<file path="src/rtl/pwm_pair_pkg.sv">
package pwm_pair_pkg;

    localparam int NCH       = 2;
    localparam int DATA_W    = 32;
    localparam int CNT_W     = 16;
    localparam int PS_W      = 17;
    localparam int FIELD_W   = 10;
    localparam int CH_STRIDE = 15;
    localparam int BUSY_BASE = 28;

    // Per-channel control field, LSB first: code, enable, polarity, gate, spare.
    typedef struct packed {
        logic [2:0] spare;
        logic       gate;
        logic       act;
        logic       en;
        logic [3:0] code;
    } ch_cfg_t;

    typedef struct packed {
        logic [CNT_W-1:0] prd_m1;
        logic [CNT_W-1:0] duty;
    } pd_word_t;

    typedef enum logic [1:0] {
        SEL_NONE,
        SEL_CTRL,
        SEL_PD
    } reg_sel_e;

    // Divide ratio for a prescaler code; zero marks an invalid code.
    function automatic logic [PS_W-1:0] div_ratio(input logic [3:0] code);
        case (code)
            4'd0:    return PS_W'(120);
            4'd1:    return PS_W'(180);
            4'd2:    return PS_W'(240);
            4'd3:    return PS_W'(360);
            4'd4:    return PS_W'(480);
            4'd8:    return PS_W'(12000);
            4'd9:    return PS_W'(24000);
            4'd10:   return PS_W'(36000);
            4'd11:   return PS_W'(48000);
            4'd12:   return PS_W'(72000);
            4'd15:   return PS_W'(1);
            default: return '0;
        endcase
    endfunction

endpackage

</file>
<file path="src/rtl/pwm_pair_regs.sv">
module pwm_pair_regs
    import pwm_pair_pkg::*;
#(
    parameter int ADDR_W = 4
) (
    input  logic                      clk,
    input  logic                      rst,
    input  logic                      bus_wr,
    input  logic                      bus_rd,
    input  logic [ADDR_W-1:0]         bus_addr,
    input  logic [DATA_W-1:0]         bus_wdata,
    output logic [DATA_W-1:0]         bus_rdata,
    input  logic [NCH-1:0]            busy,
    input  pd_word_t [NCH-1:0]        pd_shadow,
    output ch_cfg_t  [NCH-1:0]        cfg,
    output logic [NCH-1:0]            pd_we
);

    localparam int IDX_W = ADDR_W - 2;

    logic [IDX_W-1:0]  word;
    reg_sel_e          sel;
    logic [DATA_W-1:0] ctrl_rd;
    logic [DATA_W-1:0] rd_val;
    logic              unused_bits;

    assign word        = bus_addr[ADDR_W-1:2];
    assign unused_bits = ^{bus_addr[1:0], bus_wdata};

    always_comb begin
        if (word == '0)
            sel = SEL_CTRL;
        else if (word <= IDX_W'(NCH))
            sel = SEL_PD;
        else
            sel = SEL_NONE;
    end

    always_ff @(posedge clk) begin
        if (rst) begin
            cfg <= '0;
        end else if (bus_wr && sel == SEL_CTRL) begin
            for (int c = 0; c < NCH; c++)
                cfg[c] <= ch_cfg_t'(bus_wdata[c*CH_STRIDE +: FIELD_W]);
        end
    end

    always_comb begin
        for (int c = 0; c < NCH; c++)
            pd_we[c] = bus_wr && sel == SEL_PD && word == IDX_W'(c + 1);
    end

    always_comb begin
        ctrl_rd = '0;
        for (int c = 0; c < NCH; c++) begin
            ctrl_rd[c*CH_STRIDE +: FIELD_W] = cfg[c];
            ctrl_rd[BUSY_BASE + c]          = busy[c];
        end
        rd_val = '0;
        if (sel == SEL_CTRL) begin
            rd_val = ctrl_rd;
        end else if (sel == SEL_PD) begin
            for (int c = 0; c < NCH; c++)
                if (word == IDX_W'(c + 1))
                    rd_val = pd_shadow[c];
        end
        bus_rdata = bus_rd ? rd_val : '0;
    end

endmodule

</file>
<file path="src/rtl/pwm_pair_presc.sv">
module pwm_pair_presc
    import pwm_pair_pkg::*;
(
    input  logic       clk,
    input  logic       rst,
    input  logic       run,
    input  logic [3:0] code,
    output logic       tick,
    output logic       bad_code
);

    logic [PS_W-1:0] div;
    logic [PS_W-1:0] pc_q;

    assign div      = div_ratio(code);
    assign bad_code = (div == '0);
    // ">=" lets a running ratio shrink without a long wrap-around.
    assign tick     = run && !bad_code && (pc_q >= div - PS_W'(1));

    always_ff @(posedge clk) begin
        if (rst || !run || bad_code || tick)
            pc_q <= '0;
        else
            pc_q <= pc_q + PS_W'(1);
    end

endmodule

</file>
<file path="src/rtl/pwm_pair_chan.sv">
module pwm_pair_chan
    import pwm_pair_pkg::*;
(
    input  logic             clk,
    input  logic             rst,
    input  logic             run,
    input  logic             tick,
    input  logic             act,
    input  logic             pd_we,
    input  pd_word_t         pd_wdata,
    output pd_word_t         shadow,
    output logic             busy,
    output logic [CNT_W-1:0] cnt,
    output logic [CNT_W-1:0] wk_prd,
    output logic             pwm
);

    pd_word_t working;
    logic     wrap;
    logic     hit;

    assign wrap   = (cnt == working.prd_m1);
    assign wk_prd = working.prd_m1;
    assign hit    = run && (cnt < working.duty);
    assign pwm    = act ? hit : !hit;

    always_ff @(posedge clk) begin
        if (rst) begin
            cnt <= '0;
        end else if (!run) begin
            cnt <= '0;
        end else if (tick) begin
            cnt <= wrap ? '0 : cnt + CNT_W'(1);
        end
    end

    always_ff @(posedge clk) begin
        if (rst) begin
            shadow  <= '0;
            working <= '0;
            busy    <= 1'b0;
        end else if (pd_we) begin
            shadow <= pd_wdata;
            if (!run) begin
                working <= pd_wdata;
                busy    <= 1'b0;
            end else begin
                busy <= 1'b1;
            end
        end else if (!run) begin
            working <= shadow;
            busy    <= 1'b0;
        end else if (tick && wrap && busy) begin
            working <= shadow;
            busy    <= 1'b0;
        end
    end

endmodule

</file>
<file path="src/rtl/pwm_pair_ctrl.sv">
module pwm_pair_ctrl
    import pwm_pair_pkg::*;
#(
    parameter int ADDR_W = 4
) (
    input  logic              clk,
    input  logic              rst,
    input  logic              bus_wr,
    input  logic              bus_rd,
    input  logic [ADDR_W-1:0] bus_addr,
    input  logic [DATA_W-1:0] bus_wdata,
    output logic [DATA_W-1:0] bus_rdata,
    output logic [NCH-1:0]    pwm_out
);

    ch_cfg_t  [NCH-1:0]            cfg;
    pd_word_t [NCH-1:0]            shadow;
    logic     [NCH-1:0]            ch_we;
    logic     [NCH-1:0]            ch_busy;
    logic     [NCH-1:0]            ch_run;
    logic     [NCH-1:0]            ch_act;
    logic     [NCH-1:0]            ch_tick;
    logic     [NCH-1:0]            ch_bad;
    logic     [NCH-1:0][CNT_W-1:0] ch_cnt;
    logic     [NCH-1:0][CNT_W-1:0] ch_wkprd;

    pwm_pair_regs #(.ADDR_W(ADDR_W)) u_regs (
        .clk       (clk),
        .rst       (rst),
        .bus_wr    (bus_wr),
        .bus_rd    (bus_rd),
        .bus_addr  (bus_addr),
        .bus_wdata (bus_wdata),
        .bus_rdata (bus_rdata),
        .busy      (ch_busy),
        .pd_shadow (shadow),
        .cfg       (cfg),
        .pd_we     (ch_we)
    );

    for (genvar c = 0; c < NCH; c++) begin : g_ch
        logic unused_spare;
        assign unused_spare = ^cfg[c].spare;
        assign ch_run[c]    = cfg[c].en && cfg[c].gate;
        assign ch_act[c]    = cfg[c].act;

        pwm_pair_presc u_presc (
            .clk      (clk),
            .rst      (rst),
            .run      (ch_run[c]),
            .code     (cfg[c].code),
            .tick     (ch_tick[c]),
            .bad_code (ch_bad[c])
        );

        pwm_pair_chan u_chan (
            .clk      (clk),
            .rst      (rst),
            .run      (ch_run[c]),
            .tick     (ch_tick[c]),
            .act      (ch_act[c]),
            .pd_we    (ch_we[c]),
            .pd_wdata (pd_word_t'(bus_wdata)),
            .shadow   (shadow[c]),
            .busy     (ch_busy[c]),
            .cnt      (ch_cnt[c]),
            .wk_prd   (ch_wkprd[c]),
            .pwm      (pwm_out[c])
        );
    end

endmodule

</file>
<file path="config.mk">
export PLATFORM = sky130hd
export DESIGN_NAME = pwm_pair_ctrl
export DESIGN_NICKNAME = d
export VERILOG_FILES = /design/src/rtl/pwm_pair_pkg.sv /design/src/rtl/pwm_pair_regs.sv /design/src/rtl/pwm_pair_presc.sv /design/src/rtl/pwm_pair_chan.sv /design/src/rtl/pwm_pair_ctrl.sv
export SDC_FILE = /design/constraint.sdc
export NUM_CORES = 1
export LEC_CHECK = 0
export ABC_AREA = 1
export BUFFER_PORTS_ARGS = -buffer_cell sky130_fd_sc_hd__buf_2
export CORE_UTILIZATION = 60
export DETAILED_ROUTE_END_ITERATION = 7
export GPL_TIMING_DRIVEN = 1
export PLACE_DENSITY = 0.79
export SYNTH_ARGS = -nofsm -noshare
export SYNTH_HDL_FRONTEND = slang
export SYNTH_SLANG_ARGS = --single-unit
</file>
<file path="constraint.sdc">
create_clock -name clk -period 3.5 [get_ports clk]
set_input_delay 0.35 -clock clk [delete_from_list [all_inputs] [get_ports clk]]
set_output_delay 0.35 -clock clk [all_outputs]
set_load 0.05 [all_outputs]
</file>
==> results.sh <==
export IMPL_gp_congestion=0.891
export IMPL_syn_inst=1893
export IMPL_avgRoutedWirePerCell_um=15.0
export IMPL_synth_mux_area_share_pct=2.03
export IMPL_synth_cell_types=52
export IMPL_holdPathStages=2
export IMPL_r2r_slack_ps=200
export IMPL_synth_top_area_share_pct=36.9
export IMPL_antenna_found_initial=2
export IMPL_clkTransAtPathRegs_ps=60
export IMPL_grt_use_total_pct=28.8
export IMPL_cts_tree="done"
export IMPL_crit_arrival_ps=3790
export IMPL_synth_adder_area_share_pct=7.60
export IMPL_fin_skew_ps=7.21
export IMPL_synth_seq_area_share_pct=36.9
export IMPL_fillers=1871
export IMPL_layout_drive_gt1_share_pct=9.91
export IMPL_fin_hold_ws_ps=75.6
export IMPL_cp_required_ps=3980
export IMPL_io_buffer_count=71
export IMPL_worst_setup_path_type="reg2reg"
export IMPL_worstMarginPinSlew_ps=758
export IMPL_cts_buffers_inserted=27
export IMPL_yosys_area_share_simple_pct=29.4
export IMPL_numClockSinks=246
export IMPL_holdPathEnd="u_regs.cfg[0]"
export IMPL_dp_final_hpwl_mm=24.0
export IMPL_syn_to_final_growth_pct=12.9
export IMPL_nets=2068
export IMPL_io_pins=74
export IMPL_rr_endpoint="g_ch[1].u_chan.wk_prd[3]"
export IMPL_relSlewSlack_pct=49.4
export IMPL_routed_wl_mm=33.7
export IMPL_drc_errors=0
export IMPL_yosys_area_top_type="dfxtp_1"
export IMPL_synth_area_top_cells="dfxtp_1 37%, nand2_1 12%, nor2_1 11%"
export IMPL_ys_flop_type="dfxtp_1"
export IMPL_syn_area_per_cell_um2=7.05
export IMPL_multi_input_area_um2=7350
export IMPL_htree_levels=1
export IMPL_fp_dieH_um=151
export IMPL_grt_max_degree=65
export IMPL_avgViaCountPerCell=5.39
export IMPL_grt_pass1_wl_mm=53.0
export IMPL_cap_violations=0
export IMPL_global_route_overflow_total=0
export IMPL_finalSetupViolCount=0
export IMPL_grt_pass1_vias=10900
export IMPL_hold_path_class="in2reg"
export IMPL_synthArstFlopShare_pct=0
export IMPL_ys_ff_latch=246
export IMPL_fp_coreArea_um2=21800
export IMPL_dr_pass1_iters=6
export IMPL_start_util_pct=61.1
export IMPL_startpoint_type="register"
export IMPL_hold_start="rst"
export IMPL_yosys_warnings=0
export IMPL_synth_edf_count=0
export IMPL_drv_slew=0
export IMPL_fin_area_um2=15100
export IMPL_post_route_period_util_pct=94.4
export IMPL_drtAntennaViolNets=0
export IMPL_power_uw=6930
export IMPL_timing_fmax_mhz=303
export IMPL_wl_met1_mm=14.4
export IMPL_clk_latency_ps=550
export IMPL_wl_met3_mm=1.98
export IMPL_post_route_util_pct=69.0
export IMPL_r2r_cells=24
export IMPL_crit_path_end_kind="register"
export IMPL_pwr_density_cell_nw_per_um2=460
export IMPL_cp_max_fo=8
export IMPL_max_vdd_ir_drop_uv=383
export IMPL_dieArea_um2=22800
export IMPL_finalNonFillerCells=2249
export IMPL_hold_violations=0
export IMPL_r2r_start="g_ch[1].u_presc.div[3]"
export IMPL_synth_top_family_by_area="simple AND/OR/NAND/NOR gates"
export IMPL_p_leak_uw=0.00725
export IMPL_vias=12100
export IMPL_chipWidth_um=151
export IMPL_post_synth_xor_area_fraction_pct=4.99
export IMPL_root_buffer="clkbuf_16"
export IMPL_status="finished clean"
export IMPL_highest_signal_layer="met5"
export IMPL_synth_compound_gate_area_share_pct=10.2
export IMPL_drt_iter0_markers=843
export IMPL_dp_cells=2189
export IMPL_finalCriticalPeriod_ps=3300
export IMPL_syn_num_nets=2014
export IMPL_cts_buffer_depth=3
export IMPL_num_rows=54
export IMPL_dr_wl_met2_mm=16.2
export IMPL_place_area_um2=13800
export IMPL_syn_area_um2=13300
export IMPL_ff_latch_area_um2=4930
sequential cells by signal, summed over array words and instances (netlist names):
register	count
g_ch.u_chan.cnt	32
g_ch.u_chan.shadow	64
g_ch.u_chan.wk_prd	32
g_ch.u_chan.busy	2
u_regs.cfg	20
g_ch.u_presc.pc_q	34
g_ch.u_chan.working	32
g_ch.u_presc.div	30
worst max path at each step:
stage	from	end	slack, ps	cells past startpoint
final	g_ch[1].u_presc.div[3]	g_ch[1].u_chan.wk_prd[3]	200	24
after global routing	g_ch[1].u_presc.div[3]	g_ch[1].u_chan.wk_prd[3]	-50	24
after CTS	g_ch[1].u_presc.div[0]	g_ch[1].u_chan.wk_prd[11]	110	23
after detailed placement	g_ch[0].u_presc.div[0]	g_ch[0].u_presc.pc_q[13]	130	21
after global placement	g_ch[1].u_presc.div[0]	g_ch[1].u_chan.working[14]	280	23
after floorplan	g_ch[1].u_presc.div[3]	g_ch[1].u_chan.cnt[3]	530	23
placed cells by master, fill, tap and decap left out, drive strengths merged, types with 43 or more instances in the layout:
cell,instances
buf,93
o21ai,93
nand2,424
dfxtp,246
inv,201
nand3,48
nor2,380
ha,81
xor2,43
a21oi,101
synth_stat cells, types with 7 or more instances:
cell,number
nand2_1,416
nor2_1,375
dfxtp_1,246
inv_1,195
a21oi_1,101
o21ai_0,92
ha_1,81
nand3_1,47
xor2_1,43
xnor2_1,33
clkbuf_1,31
nor3_1,29
mux2i_1,27
nand4_1,27
o211ai_1,21
buf_6,15
a211oi_1,13
buf_1,11
buf_2,10
nor3b_1,8
or2_2,8
buf_4,7
nor4_1,7
per-stage QoR:
step           TNS [ps]  setup WS (ps)
6_report              0            195
2_1_floorplan         0            528
5_1_grt           -67.6          -47.1
3_3_place_gp          0            279
4_1_cts               0            114
3_5_place_dp          0            128
per-layer routing:
metal / global-route usage [%] / up-vias
met4: 8.05 / 2
met2: 49.4 / 324
met3: 3.49 / 72
li1: - / 6156
met1: 37.9 / 5572
met5: 0 / -
report_power, final:
| group | switching (µW) | total (µW) | internal (µW) | leakage [µW] |
|---|---|---|---|---|
| combinational | 448 | 647 | 199 | 0.00475 |
| clock | 1200 | 3350 | 2140 | 0.000505 |
| sequential | 51.7 | 2940 | 2880 | 0.00199 |
| total | 1700 | 6930 | 5230 | 0.00725 |
logic make-up after synthesis:
logic type / count (synthesis)
buffers and inverters: 276
and+or+nand+nor: 943
muxes: 27
AOI/OAI and AO/OA: 244
xor gates and xnor gates: 76
adders and majority gates: 81
DFF: 246
worst max-delay path, stage by stage, from the launching register on:
cell	delay (ps)
dfxtp_1	330
nor2_1	100
nand2_1	90
nor2_2	120
inv_1	80
nor2_2	130
nand2_1	60
inv_1	70
nand4_1	120
nor2_1	160
nand2_1	80
xor2_1	140
ha_1	310
nand2_1	90
inv_1	40
nand2_1	50
nand2_1	50
a21oi_1	120
nand4_1	260
nand4_4	200
buf_12	170
nand2_4	120
nand2_1	160
nand2_1	70
nor2_1	110
layout make-up:
class,count,share of cell area [%]
antenna,1,0.0166
clock buffer,32,4.81
clock inverter,18,2.21
inverter,202,5.03
multi-input combinational,1375,48.8
sequential,246,32.7
tap,280,2.33
timing repair buffer,95,4.14
timing repair:
action | 4_1_cts | 5_1_grt
setup buffers | 0 | 3
setup endpoints to repair | 0 | 126
resized for setup | 0 | 23
hold buffers | 0 | 0
Power figures use the tool's default switching activity.
